$ cat src/rtl/msi_agg_pkg.sv
package msi_agg_pkg;

   // Global register byte offsets
   localparam int OFS_INT_EN   = 32'h180;
   localparam int OFS_INT_STAT = 32'h184;
   localparam int OFS_SET_EN   = 32'h190;

   // Per-set low-address / status / vector-enable block
   localparam int SET_BLK_BASE   = 32'hC00;
   localparam int SET_BLK_STRIDE = 32'h010;
   localparam int SET_WORD_LO    = 32'h000;
   localparam int SET_WORD_STAT  = 32'h004;
   localparam int SET_WORD_VEN   = 32'h008;

   // Per-set high-address region
   localparam int HI_BLK_BASE    = 32'hC80;
   localparam int HI_BLK_STRIDE  = 32'h004;

   // Bit position of set 0 in the interrupt enable and summary words
   localparam int SUM_LSB = 8;

   function automatic bit is_pow2(input int v);
      return (v > 0) && ((v & (v - 1)) == 0);
   endfunction

endpackage

$ cat src/rtl/msi_set_bank.sv
module msi_set_bank #(
   parameter int VEC_PER_SET = 32,
   parameter int REG_DW      = 32,
   parameter int CAP_AW      = 64
) (
   input  logic                       clk,
   input  logic                       rst_n,
   input  logic                       set_active,
   input  logic                       msi_valid,
   input  logic [CAP_AW-1:0]          msi_addr,
   input  logic [REG_DW-1:0]          msi_data,
   input  logic                       lo_we,
   input  logic                       hi_we,
   input  logic                       ack_we,
   input  logic                       ven_we,
   input  logic [REG_DW-1:0]          wdata,
   output logic [REG_DW-1:0]          addr_lo,
   output logic [CAP_AW-REG_DW-1:0]   addr_hi,
   output logic [VEC_PER_SET-1:0]     status,
   output logic [VEC_PER_SET-1:0]     vec_en,
   output logic                       pending
);

   localparam int IDX_W = $clog2(VEC_PER_SET);
   localparam int HI_W  = CAP_AW - REG_DW;
   localparam logic [VEC_PER_SET-1:0] ONE_HOT0 = {{(VEC_PER_SET-1){1'b0}}, 1'b1};

   logic                   hit;
   logic [VEC_PER_SET-1:0] raise_bits;
   logic [VEC_PER_SET-1:0] clear_bits;

   always_comb begin
      hit = set_active && msi_valid
            && (msi_addr == {addr_hi, addr_lo})
            && (msi_data < REG_DW'(VEC_PER_SET));
      raise_bits = hit ? (ONE_HOT0 << msi_data[IDX_W-1:0]) : '0;
      clear_bits = ack_we ? wdata[VEC_PER_SET-1:0] : '0;
   end

   always_ff @(posedge clk) begin
      if (!rst_n) begin
         addr_lo <= '0;
         addr_hi <= '0;
         vec_en  <= '0;
         status  <= '0;
      end else begin
         if (lo_we)  addr_lo <= wdata;
         if (hi_we)  addr_hi <= wdata[HI_W-1:0];
         if (ven_we) vec_en  <= wdata[VEC_PER_SET-1:0];
         // capture has priority over acknowledge on the same bit
         status <= (status & ~clear_bits) | raise_bits;
      end
   end

   assign pending = |(status & vec_en);

   AST_CAPTURE_LANDS: assert property (@(posedge clk) disable iff (!rst_n)
      (set_active && msi_valid && msi_addr == {addr_hi, addr_lo}
       && msi_data < REG_DW'(VEC_PER_SET))
      |=> status[$past(msi_data[IDX_W-1:0])]);

   AST_NO_SPURIOUS_SET: assert property (@(posedge clk) disable iff (!rst_n)
      !(set_active && msi_valid && msi_addr == {addr_hi, addr_lo}
        && msi_data < REG_DW'(VEC_PER_SET))
      |=> ((status & ~$past(status)) == '0));

   AST_ACK_CLEARS: assert property (@(posedge clk) disable iff (!rst_n)
      (ack_we && !msi_valid) |=> ((status & $past(wdata[VEC_PER_SET-1:0])) == '0));

   AST_HOLD_UNTIL_ACK: assert property (@(posedge clk) disable iff (!rst_n)
      !ack_we |=> ((status & $past(status)) == $past(status)));

endmodule

$ cat src/rtl/msi_irq_combine.sv
module msi_irq_combine #(
   parameter int NUM_SETS = 8
) (
   input  logic                clk,
   input  logic                rst_n,
   input  logic [NUM_SETS-1:0] set_pending,
   input  logic [NUM_SETS-1:0] irq_en,
   output logic [NUM_SETS-1:0] summary,
   output logic                irq
);

   assign summary = set_pending;
   assign irq     = |(set_pending & irq_en);

   AST_IRQ_NEEDS_PENDING: assert property (@(posedge clk) disable iff (!rst_n)
      irq |-> (set_pending != '0));

endmodule

$ cat src/rtl/pcie_msi_aggregator.sv
module pcie_msi_aggregator
   import msi_agg_pkg::*;
#(
   parameter int NUM_SETS    = 8,
   parameter int VEC_PER_SET = 32,
   parameter int REG_DW      = 32,
   parameter int REG_AW      = 12,
   parameter int CAP_AW      = 64
) (
   input  logic              clk,
   input  logic              rst_n,
   input  logic              msi_valid,
   input  logic [CAP_AW-1:0] msi_addr,
   input  logic [REG_DW-1:0] msi_data,
   input  logic [REG_AW-1:0] reg_addr,
   input  logic              reg_we,
   input  logic [REG_DW-1:0] reg_wdata,
   output logic [REG_DW-1:0] reg_rdata,
   output logic              irq_o
);

   localparam int HI_W = CAP_AW - REG_DW;

   // Elaboration-time parameter checks
   if (NUM_SETS < 1 || NUM_SETS > 8) begin : g_bad_sets
      $error("NUM_SETS must be 1..8 to fit the summary and enable fields");
   end
   if (!is_pow2(VEC_PER_SET) || VEC_PER_SET < 2 || VEC_PER_SET > REG_DW) begin : g_bad_vec
      $error("VEC_PER_SET must be a power of two between 2 and REG_DW");
   end
   if (CAP_AW != 2 * REG_DW) begin : g_bad_aw
      $error("CAP_AW must be twice REG_DW");
   end
   if (REG_AW < 12) begin : g_bad_raw
      $error("REG_AW must reach offset 0xC9C");
   end

   localparam logic [REG_AW-1:0] A_INT_EN   = REG_AW'(OFS_INT_EN);
   localparam logic [REG_AW-1:0] A_INT_STAT = REG_AW'(OFS_INT_STAT);
   localparam logic [REG_AW-1:0] A_SET_EN   = REG_AW'(OFS_SET_EN);

   logic [NUM_SETS-1:0] int_en_q;
   logic [NUM_SETS-1:0] set_en_q;
   logic [NUM_SETS-1:0] set_pending;
   logic [NUM_SETS-1:0] summary;
   logic [REG_DW-1:0]   set_rd [NUM_SETS];

   always_ff @(posedge clk) begin
      if (!rst_n) begin
         int_en_q <= '0;
         set_en_q <= '0;
      end else if (reg_we) begin
         if (reg_addr == A_INT_EN) int_en_q <= reg_wdata[SUM_LSB +: NUM_SETS];
         if (reg_addr == A_SET_EN) set_en_q <= reg_wdata[NUM_SETS-1:0];
      end
   end

   for (genvar s = 0; s < NUM_SETS; s++) begin : g_set
      localparam logic [REG_AW-1:0] A_LO   = REG_AW'(SET_BLK_BASE + s*SET_BLK_STRIDE + SET_WORD_LO);
      localparam logic [REG_AW-1:0] A_STAT = REG_AW'(SET_BLK_BASE + s*SET_BLK_STRIDE + SET_WORD_STAT);
      localparam logic [REG_AW-1:0] A_VEN  = REG_AW'(SET_BLK_BASE + s*SET_BLK_STRIDE + SET_WORD_VEN);
      localparam logic [REG_AW-1:0] A_HI   = REG_AW'(HI_BLK_BASE + s*HI_BLK_STRIDE);

      logic [REG_DW-1:0]      lo;
      logic [HI_W-1:0]        hi;
      logic [VEC_PER_SET-1:0] st;
      logic [VEC_PER_SET-1:0] ven;

      msi_set_bank #(
         .VEC_PER_SET (VEC_PER_SET),
         .REG_DW      (REG_DW),
         .CAP_AW      (CAP_AW)
      ) u_bank (
         .clk        (clk),
         .rst_n      (rst_n),
         .set_active (set_en_q[s]),
         .msi_valid  (msi_valid),
         .msi_addr   (msi_addr),
         .msi_data   (msi_data),
         .lo_we      (reg_we && reg_addr == A_LO),
         .hi_we      (reg_we && reg_addr == A_HI),
         .ack_we     (reg_we && reg_addr == A_STAT),
         .ven_we     (reg_we && reg_addr == A_VEN),
         .wdata      (reg_wdata),
         .addr_lo    (lo),
         .addr_hi    (hi),
         .status     (st),
         .vec_en     (ven),
         .pending    (set_pending[s])
      );

      always_comb begin
         set_rd[s] = '0;
         if (reg_addr == A_LO)   set_rd[s] = lo;
         if (reg_addr == A_HI)   set_rd[s] = REG_DW'(hi);
         if (reg_addr == A_STAT) set_rd[s] = REG_DW'(st);
         if (reg_addr == A_VEN)  set_rd[s] = REG_DW'(ven);
      end
   end

   msi_irq_combine #(
      .NUM_SETS (NUM_SETS)
   ) u_combine (
      .clk         (clk),
      .rst_n       (rst_n),
      .set_pending (set_pending),
      .irq_en      (int_en_q),
      .summary     (summary),
      .irq         (irq_o)
   );

   always_comb begin
      reg_rdata = '0;
      if (reg_addr == A_INT_EN)   reg_rdata[SUM_LSB +: NUM_SETS] = int_en_q;
      if (reg_addr == A_INT_STAT) reg_rdata[SUM_LSB +: NUM_SETS] = summary;
      if (reg_addr == A_SET_EN)   reg_rdata[NUM_SETS-1:0]        = set_en_q;
      for (int s = 0; s < NUM_SETS; s++) reg_rdata = reg_rdata | set_rd[s];
   end

   AST_IRQ_GATED: assert property (@(posedge clk) disable iff (!rst_n)
      (int_en_q == '0) |-> !irq_o);

   AST_DISABLED_SET_SILENT: assert property (@(posedge clk) disable iff (!rst_n)
      (set_en_q == '0) |=> ($past(set_pending) == '0) |-> (set_pending == '0));

endmodule

$ cat config.mk
export PLATFORM = sky130hd
export DESIGN_NAME = pcie_msi_aggregator
export DESIGN_NICKNAME = d
export VERILOG_FILES = /design/src/rtl/msi_agg_pkg.sv /design/src/rtl/msi_set_bank.sv /design/src/rtl/msi_irq_combine.sv /design/src/rtl/pcie_msi_aggregator.sv
export SDC_FILE = /design/constraint.sdc
export NUM_CORES = 2
export LEC_CHECK = 0
export BUFFER_PORTS_ARGS = -buffer_cell sky130_fd_sc_hd__buf_2
export CAP_MARGIN = 10
export CORE_ASPECT_RATIO = 1.5
export CORE_MARGIN = 2
export CORE_UTILIZATION = 24
export DETAILED_ROUTE_END_ITERATION = 8
export HOLD_SLACK_MARGIN = 0.06
export PLACE_DENSITY = 0.51
export SYNTH_ARGS = -nofsm -noshare
export SYNTH_HDL_FRONTEND = slang
export SYNTH_HIERARCHICAL = 1
export SYNTH_SLANG_ARGS = --single-unit
$ cat constraint.sdc
create_clock -name clk -period 3.1 [get_ports clk]
set_input_delay 0.155 -clock clk [delete_from_list [all_inputs] [get_ports clk]]
set_output_delay 0.155 -clock clk [all_outputs]
set_load 0.05 [all_outputs]
==> results.md <==
- Status: complete, but fails checks
- Violated checks: setup timing
- Drt first-iter violations: 8,971
- Commonest non-fill, non-tap cell in the layout: buf_4
- Leak: 28.60 nW
- Total Routed Length: 556,600 µm
- Die height: 618.3 µm
- Seq/Total Area, Yosys: 34.49%
- Worst-path maximum fanout: 2
- Max Cap Viol: 0
- Hold Path Class: primary input to flop
- Syn Std Cell Area: 60,370 µm²
- Setup CP Type: flop to primary output
- Reg area: 20,930 µm²
- Main synth FF type: dfxtp_1
- Setup ws final: -1.117 ns
- Post-synth EDFFs: 0
- Arr. time, crit path: 4.06 ns
- ANT nets after route: 0
- WL per Instance: 48.71 µm
- #FFs+latches synth: 1,040
- TritonCTS buffer count: 115
- DRC viols: 0
- Nets@finish: 8,120
- Core Region: 250,300 µm²
- Area of the multi-input gates: 39,080 µm²
- Number of global-route vias before repair: 65,030
- Final core occ: 33.62%
- Final setup vio count: 31
- Critical Path RT: 2.94 ns
- Initial Util: 24.12%
- Syn_area_per_cell: 9.070 µm²
- Share of the synthesized area in the top cell type: 34.49%
- Leading area contributor after synthesis: dfxtp_1
- Initial antenna violation count: 95
- Worst-skew pair later-pin latency: 0.82 ns
- DRT Pass-1 Iters: 7
- CTS tree: built
- # fillers: 25,940
- Max Buffers Root-to-Sink: 3
- Worst vdd ir: 489.0 µV
- Fmax: 0.2371 GHz
- Worst clock skew: 0.05322 ns
- Post-route total power: 0.03251 W
- Post-Layout Cell Count: 11,430
- Cell area power density: 386.4 nW/µm²
- Post-synthesis net count: 6,800
- RSZ-0062 raised after global routing: true
- CTS root buf: clkbuf_16
- Period utilization: 136.0%
- Grt ovf: 0
- Final hold violations: 0
- GP Congestion: 1.115
- # port buffers: 176
- First-pass GRT wire length: 703,700 µm
- Worst setup EP type: primary output
- Clock slew at reported path FFs: 0.06 ns
- Most frequent cells in the layout: 1,289 x buf_4, 979 x dfxtp_1, 922 x nor2b_1
- Placement Rows: 225
- # IOs: 177
- Placed cells: 11,110
- Post-DP HPWL: 441,100 µm
- Async SR Flop Fraction: 0%
- Synth unique cells: 85
- H-Tree Depth: 3
- Setup crit start kind: flop
- Area contributors post-synth: dfxtp_1 34%, mux2i_1 14%, nor2b_1 9.6%, xnor2_1 3.5%, o41ai_2 3.2%
- Final Slew Violations: 0
- Chip width: 413.5 µm
- Ys Warns: 6
- Clock sink count: 1,040
- Gate Count Post-Synth: 6,656
- Vias: 68,990
- Area Overhead vs Synth: 39.37%
- Die ar.: 255,700 µm²
- Share of layout cells above drive strength 1: 31.34%
- All-Layer GR Usage: 42.25%
- Largest net degree at the start of global routing: 119
- Relative slew slack: 11.19%
- Worst slew pin tran: 1.314 ns
- Minimum clock period: 4.217 ns
- Via-per-instance ratio: 6.037
## power breakdown
group	leakage, nW	internal (W)	switching (W)
sequential	8.41	0.0133	0.00000224
combinational	18.3	0.00110	0.00287
clock	1.94	0.00843	0.00676
## Yosys cell counts (120+ instances only)
| master | number |
|---|---|
| nand2b_1 | 124 |
| clkbuf_1 | 311 |
| a22oi_1 | 218 |
| mux2i_1 | 830 |
| dfxtp_1 | 1040 |
| nand3_1 | 324 |
| xnor2_1 | 240 |
| o21ai_0 | 307 |
| nor2_1 | 145 |
| o41ai_2 | 120 |
| nand2_1 | 439 |
| nor2b_1 | 925 |
| a21oi_1 | 129 |
| o41ai_1 | 140 |
## cell type report
class	count	share of cell area, %
multi-input combinational	5011	46.44
sequential	1040	24.87
timing repair buffer	1708	18.38
tap	3291	4.894
clock buffer	162	3.953
clock inverter	49	0.8149
inverter	100	0.4506
antenna	66	0.1963
## per-layer routing
layer / track usage (%) / part of all wire, % / up-vias
met1: 45.50 / 35 / 34730
met3: 10.18 / 7.6 / 1965
met2: 65.23 / 44 / 4897
met4: 44.71 / 13 / 24
li1: - / - / 27370
met5: 0.5939 / 0.028 / -
## through the flow
step	area, µm²	hold WS, ns	setup WS [ns]	TNS (ns)
global placement	77330	0.4894	-2.004	-33.58
floorplan	60370	0.3088	0.03222	0
global route	84010	0.09949	-1.241	-8.934
CTS	83390	0.07366	-1.123	-8.274
finish	84140	0.08356	-1.117	-9.378
detailed placement	77340	0.4962	-0.8682	-32.88
## flip-flops by register name (all words and copies together) (netlist names)
signal and flops:
g_set.u_bank/addr_hi 256, g_set.u_bank/addr_lo 256, g_set.u_bank/status 256, g_set.u_bank/vec_en 256, int_en_q 8, set_en_q 8
## timing repair
action | CTS | global route
resized for setup | 429 | 139
setup buffers | 17 | 14
pin swaps | 111 | 70
cloned | 1 | 1
hold endpoints to repair | 295 | 0
hold buffers | 31 | 0
setup endpoints to repair | 60 | 98
## critical path, stage by stage, from the launching register on
cell and delay (ns):
dfxtp_1 0.32, a22o_1 0.24, a221oi_2 0.21, nand3_1 0.11, or4_4 0.60, mux2i_2 0.18, o22ai_1 0.09, a221o_1 0.31
nor4_4 0.16, buf_4 0.17, nand4_1 0.40, buf_4 0.33, buf_12 0.14
## final timing paths
| check | from | end | slack [ns] | cells after the start |
|---|---|---|---|---|
| hold / removal | reg_wdata[26] | g_set[3].u_bank/addr_lo[26] | 0.08 | 3 |
| hold reg to reg | g_set[5].u_bank/status[18] | g_set[5].u_bank/status[18] | 0.51 | 2 |
| setup / recovery | g_set[0].u_bank/status[17] | reg_rdata[8] | -1.12 | 12 |
| setup reg to reg | g_set[2].u_bank/addr_lo[0] | g_set[2].u_bank/status[27] | -0.01 | 6 |
## logic make-up (layout without fill, tap and decap cells)
group	Yosys count	in the layout	share of synthesized area (%)
and+or+nand+nor	2459	2459	23.72
muxes	863	863	14.49
buffers and inverters	605	2019	4.302
AOI/OAI and AO/OA	1433	1433	19.29
DFF	1040	1040	34.49
xor gates and xnor gates	256	256	3.714
other	0	66	0
No activity file was read; power rests on OpenSTA's default activity.
